## src/rtl/pit_pkg.sv

```systemverilog
package pit_pkg;

    localparam int NCH = 4;
    localparam int CW  = 16;
    localparam int AW  = 4;
    localparam int IW  = $clog2(NCH);

    // address pages: upper two address bits
    localparam logic [1:0] PG_SYS    = 2'b00;
    localparam logic [1:0] PG_RELOAD = 2'b01;
    localparam logic [1:0] PG_COUNT  = 2'b10;

    typedef enum logic [1:0] {
        SYS_CTRL = 2'd0,
        SYS_KICK = 2'd1,
        SYS_STAT = 2'd2,
        SYS_RSVD = 2'd3
    } sys_reg_e;

    typedef enum logic [1:0] {
        ACT_HOLD,
        ACT_LOAD,
        ACT_DEC,
        ACT_WRAP
    } act_e;

    typedef struct packed {
        logic run;
        logic irq_en;
        logic kick;
        logic ack;
    } chan_ctl_t;

    // per-edge counter action, in priority order
    function automatic act_e pick_action(
        input logic run,
        input logic run_d,
        input logic kick,
        input logic tick,
        input logic zero
    );
        if ((run && !run_d) || kick) begin
            return ACT_LOAD;
        end
        if (run && tick) begin
            return zero ? ACT_WRAP : ACT_DEC;
        end
        return ACT_HOLD;
    endfunction

endpackage

```

## src/rtl/pit_regs.sv

```systemverilog
module pit_regs
    import pit_pkg::*;
#(
    parameter int N  = NCH,
    parameter int W  = CW,
    parameter int A  = AW,
    parameter int XW = IW
) (
    input  logic                    clk,
    input  logic                    rst,
    input  logic                    we,
    input  logic [A-1:0]            addr,
    input  logic [W-1:0]            wdata,
    input  logic [N-1:0][W-1:0]     cnt_i,
    input  logic [N-1:0]            flag_i,
    output chan_ctl_t [N-1:0]       ctl_o,
    output logic [N-1:0][W-1:0]     reload_o,
    output logic [W-1:0]            rdata
);

    logic [N-1:0]        run_q;
    logic [N-1:0]        ien_q;
    logic [N-1:0][W-1:0] reload_q;

    logic [1:0]    page;
    logic [1:0]    sreg;
    logic [XW-1:0] idx;

    assign page = addr[A-1:A-2];
    assign sreg = addr[1:0];
    assign idx  = addr[XW-1:0];

    logic wr_ctrl, wr_kick, wr_stat, wr_reload;
    assign wr_ctrl   = we && (page == PG_SYS) && (sreg == SYS_CTRL);
    assign wr_kick   = we && (page == PG_SYS) && (sreg == SYS_KICK);
    assign wr_stat   = we && (page == PG_SYS) && (sreg == SYS_STAT);
    assign wr_reload = we && (page == PG_RELOAD);

    always_ff @(posedge clk) begin
        if (rst) begin
            run_q    <= '0;
            ien_q    <= '0;
            reload_q <= '0;
        end else begin
            if (wr_ctrl) begin
                run_q <= wdata[N-1:0];
                ien_q <= wdata[2*N-1:N];
            end
            if (wr_reload) begin
                reload_q[idx] <= wdata;
            end
        end
    end

    for (genvar i = 0; i < N; i++) begin : g_ctl
        assign ctl_o[i].run    = run_q[i];
        assign ctl_o[i].irq_en = ien_q[i];
        assign ctl_o[i].kick   = wr_kick && wdata[i];
        assign ctl_o[i].ack    = wr_stat && wdata[i];
    end

    assign reload_o = reload_q;

    always_comb begin
        rdata = '0;
        unique case (page)
            PG_SYS: begin
                unique case (sreg)
                    SYS_CTRL: begin
                        rdata[N-1:0]   = run_q;
                        rdata[2*N-1:N] = ien_q;
                    end
                    SYS_STAT: rdata[N-1:0] = flag_i;
                    default:  rdata = '0;
                endcase
            end
            PG_RELOAD: rdata = reload_q[idx];
            PG_COUNT:  rdata = cnt_i[idx];
            default:   rdata = '0;
        endcase
    end

    for (genvar i = 0; i < N; i++) begin : g_chk
        AST_RELOAD_TAKES_WORD: assert property (@(posedge clk) disable iff (rst)
            (wr_reload && idx == XW'(i)) |=> reload_q[i] == $past(wdata));
        AST_RELOAD_UNTOUCHED: assert property (@(posedge clk) disable iff (rst)
            !(wr_reload && idx == XW'(i)) |=> $stable(reload_q[i]));
    end

endmodule

```

## src/rtl/pit_channel.sv

```systemverilog
module pit_channel
    import pit_pkg::*;
#(
    parameter int W = CW
) (
    input  logic         clk,
    input  logic         rst,
    input  logic         tick_i,
    input  chan_ctl_t    ctl_i,
    input  logic [W-1:0] reload_i,
    output logic [W-1:0] cnt_o,
    output logic         flag_o,
    output logic         irq_o
);

    logic [W-1:0] cnt_q;
    logic         run_d;
    logic         flag_q;
    act_e         act;

    assign act = pick_action(ctl_i.run, run_d, ctl_i.kick, tick_i, cnt_q == '0);

    always_ff @(posedge clk) begin
        if (rst) begin
            cnt_q  <= '0;
            run_d  <= 1'b0;
            flag_q <= 1'b0;
        end else begin
            run_d <= ctl_i.run;
            unique case (act)
                ACT_LOAD: cnt_q <= reload_i;
                ACT_WRAP: cnt_q <= reload_i;
                ACT_DEC:  cnt_q <= cnt_q - W'(1);
                default:  cnt_q <= cnt_q;
            endcase
            flag_q <= (act == ACT_WRAP) || (flag_q && !ctl_i.ack);
        end
    end

    assign cnt_o  = cnt_q;
    assign flag_o = flag_q;
    assign irq_o  = flag_q && ctl_i.irq_en;

    AST_HOLD_IDLE: assert property (@(posedge clk) disable iff (rst)
        (!ctl_i.run && !ctl_i.kick) |=> $stable(cnt_q));
    AST_NO_TICK_HOLD: assert property (@(posedge clk) disable iff (rst)
        (ctl_i.run && run_d && !ctl_i.kick && !tick_i) |=> $stable(cnt_q));
    AST_STEP_DOWN: assert property (@(posedge clk) disable iff (rst)
        (ctl_i.run && run_d && !ctl_i.kick && tick_i && cnt_q != '0)
        |=> cnt_q == $past(cnt_q) - W'(1));
    AST_WRAP_FLAGS: assert property (@(posedge clk) disable iff (rst)
        (ctl_i.run && run_d && !ctl_i.kick && tick_i && cnt_q == '0)
        |=> (flag_q && cnt_q == $past(reload_i)));
    AST_KICK_LOADS: assert property (@(posedge clk) disable iff (rst)
        ctl_i.kick |=> cnt_q == $past(reload_i));
    AST_START_LOADS: assert property (@(posedge clk) disable iff (rst)
        (ctl_i.run && !run_d) |=> cnt_q == $past(reload_i));
    AST_ACK_CLEARS: assert property (@(posedge clk) disable iff (rst)
        (ctl_i.ack && !(ctl_i.run && run_d && !ctl_i.kick && tick_i && cnt_q == '0))
        |=> !flag_q);
    AST_SET_WINS: assert property (@(posedge clk) disable iff (rst)
        (ctl_i.ack && ctl_i.run && run_d && !ctl_i.kick && tick_i && cnt_q == '0)
        |=> flag_q);

endmodule

```

## src/rtl/pit_bank.sv

```systemverilog
module pit_bank
    import pit_pkg::*;
(
    input  logic          clk,
    input  logic          rst,
    input  logic          tick,
    input  logic          bus_we,
    input  logic [AW-1:0] bus_addr,
    input  logic [CW-1:0] bus_wdata,
    output logic [CW-1:0] bus_rdata,
    output logic [NCH-1:0] irq
);

    chan_ctl_t [NCH-1:0]       ctl;
    logic [NCH-1:0][CW-1:0]    reload;
    logic [NCH-1:0][CW-1:0]    cnt;
    logic [NCH-1:0]            flag;

    pit_regs #(.N(NCH), .W(CW), .A(AW), .XW(IW)) u_regs (
        .clk      (clk),
        .rst      (rst),
        .we       (bus_we),
        .addr     (bus_addr),
        .wdata    (bus_wdata),
        .cnt_i    (cnt),
        .flag_i   (flag),
        .ctl_o    (ctl),
        .reload_o (reload),
        .rdata    (bus_rdata)
    );

    for (genvar i = 0; i < NCH; i++) begin : g_ch
        pit_channel #(.W(CW)) u_ch (
            .clk      (clk),
            .rst      (rst),
            .tick_i   (tick),
            .ctl_i    (ctl[i]),
            .reload_i (reload[i]),
            .cnt_o    (cnt[i]),
            .flag_o   (flag[i]),
            .irq_o    (irq[i])
        );
    end

endmodule

```

## config.mk

```make
export PLATFORM = sky130hd
export DESIGN_NAME = pit_bank
export DESIGN_NICKNAME = d
export VERILOG_FILES = /design/src/rtl/pit_pkg.sv /design/src/rtl/pit_regs.sv /design/src/rtl/pit_channel.sv /design/src/rtl/pit_bank.sv
export SDC_FILE = /design/constraint.sdc
export NUM_CORES = 1
export LEC_CHECK = 0
export BUFFER_PORTS_ARGS = -buffer_cell sky130_fd_sc_hd__buf_2
export CAP_MARGIN = 40
export CORE_ASPECT_RATIO = 1.25
export CORE_MARGIN = 5
export CORE_UTILIZATION = 61
export CTS_CLUSTER_SIZE = 16
export DETAILED_ROUTE_END_ITERATION = 10
export PLACE_DENSITY = 0.8
export SLEW_MARGIN = 20
export SYNTH_ARGS = -nofsm -noshare
export SYNTH_HDL_FRONTEND = slang
export SYNTH_SLANG_ARGS = --single-unit
```

## constraint.sdc

```tcl
create_clock -name clk -period 3.2 [get_ports clk]
set_input_delay 0.48 -clock clk [delete_from_list [all_inputs] [get_ports clk]]
set_output_delay 0.48 -clock clk [all_outputs]
set_load 0.05 [all_outputs]
```

==> impl_metrics.tcl, run 1 <==
set metrics [dict create \
    crit_path_max_fanout 22 \
    synth_edf_count 0 \
    layout_common_cells "dfxtp_1, nand2_1, nor2_1, a21oi_1, a211oi_1" \
    die_x_um 108.3 \
    dp_cells 1000 \
    cp_top_family "simple AND/OR/NAND/NOR gates" \
    synthTopCellsByArea "dfxtp_1, mux4_2, nand2_1" \
    grt_use_total 0.3111 \
    yosysSeqAreaShare 0.3915 \
    pwr-share-comb 0.084 \
    via_per_inst 6.551 \
    start_util 0.6279 \
    p_sw_w 0.001075 \
    ctsHoldBuffers 0 \
    route.met2.wl_mm 10.04 \
    timing.fmax_mhz 372.8 \
    post-cts-setup-buffers 0 \
    netlist_area_um2 7363 \
    ys_seq_elements 144 \
    grt_setup_unrepaired "no" \
    highest_layer "met4" \
    end_kind "register" \
    multi_input_area_um2 4156 \
    antenna_found_initial 0 \
    setup_ws_ns 0.5174 \
    final_util 0.7054 \
    die_h_um 132.8 \
    p_per_area_nw_per_um2 509.1 \
    period_share 0.8383 \
    synth_nets 866 \
    cts_max_level 4 \
    clk_latency_ns 0.43 \
    gr-total-overflow 0 \
    io_pins 44 \
    area_growth_pct 12.34 \
    tightest_slew_ns 0.8167 \
    grt_max_degree 66 \
    clk_pin_slew_ns 0.06 \
    drcViolationCount 0 \
    num_vias 6761 \
    coreArea_um2 11730 \
    ir_worst_vdd_v 0.0003046 \
    p_sw_frac 0.2553 \
    dpl.hpwl_mm 15.62 \
    hold_viol_final 0 \
    wl_met3_mm 2.529 \
    cts.path.max_buffers 2 \
    worstPathRequired_ns 3.53 \
    max_stage_delay_ns 0.58 \
    numCtsBuffers 17 \
    final_nets 886 \
    startpoint_type "register" \
    netlist.area_leader.share 0.3915 \
    avgSynthCellArea_um2 8.787 \
    maxCapViolCount 0 \
    die-area_um2 14380 \
    met1_length_mm 8.544 \
    finalNonFillerCells 1032 \
    wl_per_cell_um 21.06 \
    path_class "reg2reg" \
    outcome "finished, final reports clean" \
    grt_pass1_vias 6479 \
    synth.distinct_cells 58 \
    hp-class "in2reg" \
    cts_tree "done" \
    yosys.area.top_type "dfxtp_1" \
    final_common_cell "dfxtp_1" \
    drive_gt1_frac 0.1607 \
    ys_warn_count 0 \
    crit_arrival_ns 3.01 \
    regArea_um2 2883 \
    grt_pass1_wl_mm 34.60 \
    n_antenna_cell 0 \
    fin_tns_setup_ns 0 \
    clock_skew_ns 0.01316 \
    slew_violations 0 \
    ant_nets 0 \
    synth-main-ff-cell "dfxtp_1" \
    p_leak_nw 3.142 \
    firstDrtPassIters 8 \
    crit_slowest_cell "or4_4" \
    power_frac_clock 0.466 \
    drt_wl_total_mm 21.74 \
    cts_num_sinks 144 \
    path_cells "or4_4, or3_1, o41a_1, buf_4, a211oi_1" \
    dpl_worst_slack_ns 0.4836 \
    cts-root-buf "clkbuf_16" \
    relSlewSlack 0.4539 \
    rows 44 \
    port_buffers 43 \
    cts-resized-gates 0 \
    gp_congestion 0.9592 \
    p_seq_frac 0.449 \
    drt_iter0_drc 880 \
    min_period_ns 2.683 \
    crit_buf_inv 1 \
    synthArstFlopShare 0 \
    n_fill_cell 889 \
    finalSetupViolCount 0 \
    p_int_w 0.003136 \
    synthCells 838 \
]
## metal layers
metal / global-route usage / vias up
met5: 0 / -
met4: 0.1228 / 0
met3: 0.06969 / 65
met2: 0.4727 / 436
met1: 0.4309 / 3233
li1: - / 3027
## metrics by stage
stage               total power, W  hold slack [ns]  instance area (um2)
floorplan                 0.002158           0.4369                 7363
global route              0.004312           0.3433                 8272
CTS                       0.004196           0.3441                 8272
finish                    0.004211           0.3533                 8272
global placement          0.002261           0.4587                 7679
detailed placement        0.002272           0.4690                 7690
## registers in the layout, summed over array words and instances (netlist names)
name / count
g_ch.u_ch.flag_o: 4
g_ch.u_ch.run_d: 4
u_regs.ien_q: 4
g_ch.u_ch.cnt_o: 64
u_regs.run_q: 4
u_regs.reload_o: 64
## synthesized netlist by cell type (all sizes together), types with 2 or more instances
cell     count
buf         18
mux4        32
nand4bb      3
a22oi        8
nor3b        4
a32o         2
a22o         8
nand3       18
nor2b        9
inv         16
a311oi       2
or3          6
nand2      135
mux2         4
xnor2       40
nor4bb       2
and3b        2
a211oi      53
nand4b       2
nor4        12
ha           4
and2         6
a31oi        2
mux2i       20
nor3        18
a21oi       60
xor2        14
o21ai       17
clkbuf      43
nor2       104
a21boi       2
or4          8
a32oi        5
nand3b       3
dfxtp      144
## path summary, 6_finish.rpt
| kind | from | to | slack [ns] | cells after the start |
|---|---|---|---|---|
| setup reg to reg | g_ch[3].u_ch.cnt_o[2]$_SDFFE_PP0P_ | g_ch[3].u_ch.cnt_o[7]$_SDFFE_PP0P_ | 0.52 | 5 |
| setup / recovery | g_ch[3].u_ch.cnt_o[2]$_SDFFE_PP0P_ | g_ch[3].u_ch.cnt_o[7]$_SDFFE_PP0P_ | 0.52 | 5 |
| hold reg to reg | u_regs.reload_o[45]$_SDFFE_PP0P_ | u_regs.reload_o[45]$_SDFFE_PP0P_ | 0.48 | 2 |
| hold / removal | bus_wdata[13] | u_regs.reload_o[29]$_SDFFE_PP0P_ | 0.35 | 3 |
## logic make-up after synthesis
group	count (synthesis)	share of synthesized area
compound gates	167	0.1502
xor+xnor	54	0.06423
fa+ha+maj	4	0.006797
buf+inv	77	0.04809
flops	144	0.3915
mux	56	0.1317
simple gates	336	0.2075
## worst min-delay path, stage by stage
cell and delay (ns):
buf_2 0.14, nand2_1 0.06, a21oi_1 0.05
## area by class of cell
class	count	area share
clock buffers	19	0.05355
well taps	161	0.02435
flip-flops and latches	144	0.3485
repair buffers	62	0.04704
inverters	16	0.007261
multi-input cells	617	0.5025
clock inverters	13	0.01679
## power groups by stage
stage / Sequential (W) / Clock (W) / Combinational, W
6_report: 0.00189 / 0.00196 / 0.000355
5_1_grt: 0.00190 / 0.00203 / 0.000383
3_5_place_dp: 0.00193 / 0 / 0.000345
4_1_cts: 0.00189 / 0.00196 / 0.000348
2_1_floorplan: 0.00190 / 0 / 0.000253
3_3_place_gp: 0.00193 / 0 / 0.000335
Power figures use the tool's default switching activity.
==> run 2, diff against run 1 <==
--- a/config.mk
+++ b/config.mk
@@ -9,10 +9,10 @@
 export CAP_MARGIN = 40
 export CORE_ASPECT_RATIO = 1.25
 export CORE_MARGIN = 5
-export CORE_UTILIZATION = 61
+export CORE_UTILIZATION = 55
 export CTS_CLUSTER_SIZE = 16
 export DETAILED_ROUTE_END_ITERATION = 10
-export PLACE_DENSITY = 0.8
+export PLACE_DENSITY = 0.76
 export SLEW_MARGIN = 20
 export SYNTH_ARGS = -nofsm -noshare
 export SYNTH_HDL_FRONTEND = slang
==> constraint.sdc (replaced) <==
create_clock -name clk -period 2.3 [get_ports clk]
set_input_delay 0.345 -clock clk [delete_from_list [all_inputs] [get_ports clk]]
set_output_delay 0.345 -clock clk [all_outputs]
set_load 0.05 [all_outputs]
==> impl_metrics.tcl, run 2 (same netlist as run 1, synthesis figures left out) <==
set metrics [dict create \
    end_kind "register" \
    clk_latency_ns 0.42 \
    outcome "finished, final reports clean" \
    period_share 0.9806 \
    path_cells "or4_4, or4_4, o41a_1, buf_6, nor2_1, a211oi_2" \
    final_nets 919 \
    cts_tree "done" \
    clock_skew_ns 0.008647 \
    post-cts-setup-buffers 0 \
    die_h_um 139.4 \
    dpl.hpwl_mm 15.72 \
    worstPathRequired_ns 2.59 \
    startpoint_type "register" \
    timing.fmax_mhz 443.4 \
    crit_buf_inv 1 \
    final_util 0.6537 \
    maxCapViolCount 0 \
    cts_num_sinks 144 \
    crit_arrival_ns 2.54 \
    p_leak_nw 3.334 \
    min_period_ns 2.255 \
    relSlewSlack 0.5449 \
    clk_pin_slew_ns 0.06 \
    num_vias 6719 \
    drcViolationCount 0 \
    total_power_w 0.005954 \
    rows 47 \
    wl_per_cell_um 20.15 \
    crit_path_max_fanout 11 \
    path_class "reg2reg" \
    firstDrtPassIters 9 \
    cts_max_level 4 \
    crit_slowest_cell "or4_4" \
    cp_common_cell "or4_4" \
    finalNonFillerCells 1073 \
    finalSetupViolCount 0 \
    grt_max_degree 64 \
    area_growth_pct 16.94 \
    hold_viol_final 0 \
    cp_top_family "simple AND/OR/NAND/NOR gates" \
    grt_use_total 0.2740 \
    ir_worst_vdd_v 0.0003429 \
    ctsHoldBuffers 0 \
    slew_violations 0 \
    drive_gt1_frac 0.2029 \
    numCtsBuffers 17 \
    coreArea_um2 13170 \
    n_antenna_cell 0 \
    cts-resized-gates 0 \
    ant_nets 0 \
    gr-total-overflow 0 \
    drt_iter0_drc 592 \
    dp_cells 1043 \
    die-area_um2 15820 \
    layout_common_cells "dfxtp_1, nand2_1, nor2_1, a21oi_1, a211oi_1" \
    io_pins 44 \
    via_per_inst 6.262 \
    dpl_worst_slack_ns 0.07756 \
    cts-root-buf "clkbuf_16" \
    grt_pass1_wl_mm 33.95 \
    start_util 0.5590 \
    final_common_cell "dfxtp_1" \
    grt_pass1_vias 6256 \
    n_fill_cell 1115 \
    max_stage_delay_ns 0.53 \
    die_x_um 113.5 \
    hp-class "in2reg" \
    gp_congestion 0.9876 \
    antenna_found_initial 1 \
    grt_setup_unrepaired "yes" \
    cts.path.max_buffers 2 \
    setup_ws_ns 0.04463 \
    port_buffers 43 \
    p_per_area_nw_per_um2 691.5 \
    tightest_slew_ns 0.6810 \
    drt_wl_total_mm 21.62 \
]
[run 2: cell count changes in the layout (fill, tap and decap cells not counted), moves of 2 or more]
cell,previous run,this run
clkbuf_8,1,4
buf_12,2,4
a211oi_2,2,4
buf_4,17,48
clkinv_2,3,0
a211oi_1,51,49
o21ai_0,17,9
or4_4,1,3
or4_1,7,5
o21ai_2,0,8
[run 2: power by group]
| group | internal (W) | switching [W] |
|---|---|---|
| clock network | 0.00170 | 0.00108 |
| registers | 0.00255 | 0.0000691 |
| logic | 0.000229 | 0.000325 |
| total | 0.00448 | 0.00147 |
[run 2: final cells by class]
cell class / count / area [um2] / share of cell area
Clock inverter: 8 / 106.4 / 0.01235
Sequential cell: 144 / 2883 / 0.3348
Clock buffer: 22 / 484.2 / 0.05623
Timing Repair Buffer: 95 / 661.9 / 0.07687
Inverter: 16 / 60.06 / 0.006975
Multi-Input combinational cell: 617 / 4202 / 0.4879
Tap cell: 171 / 214.0 / 0.02485
[run 2: layer usage]
layer | wire length [um] | part of all wire | vias to the layer above | global-route usage
met5 | 7 | 0.00032 | - | 0
met4 | 583 | 0.027 | 2 | 0.08544
met3 | 1977 | 0.091 | 53 | 0.05037
met2 | 10140 | 0.47 | 341 | 0.4325
met1 | 8909 | 0.41 | 3236 | 0.3811
li1 | - | - | 3087 | -
[run 2: worst register-to-register path: stages, from the launching register on]
cell      delay [ns]
dfxtp_1         0.31
or4_4           0.53
or4_4           0.44
o41a_1          0.45
buf_6           0.18
nor2_1          0.14
a211oi_2        0.07
[run 2: stage by stage]
stage	hold slack, ns	setup TNS (ns)	instance area (um2)
global placement	0.4581	0	7996
detailed placement	0.4604	0	7996
CTS	0.2015	0	8587
global route	0.2121	-0.04459	8611
floorplan	0.4369	0	7397
finish	0.2082	0	8611
[run 2: path summary, 6_finish.rpt]
path	start	endpoint	slack, ns	depth (start not counted)
setup / recovery	g_ch[3].u_ch.cnt_o[7]$_SDFFE_PP0P_	g_ch[3].u_ch.cnt_o[13]$_SDFFE_PP0P_	0.04	6
hold / removal	bus_wdata[13]	u_regs.reload_o[29]$_SDFFE_PP0P_	0.21	3
setup reg to reg	g_ch[3].u_ch.cnt_o[7]$_SDFFE_PP0P_	g_ch[3].u_ch.cnt_o[13]$_SDFFE_PP0P_	0.04	6
hold reg to reg	u_regs.reload_o[30]$_SDFFE_PP0P_	u_regs.reload_o[30]$_SDFFE_PP0P_	0.47	2
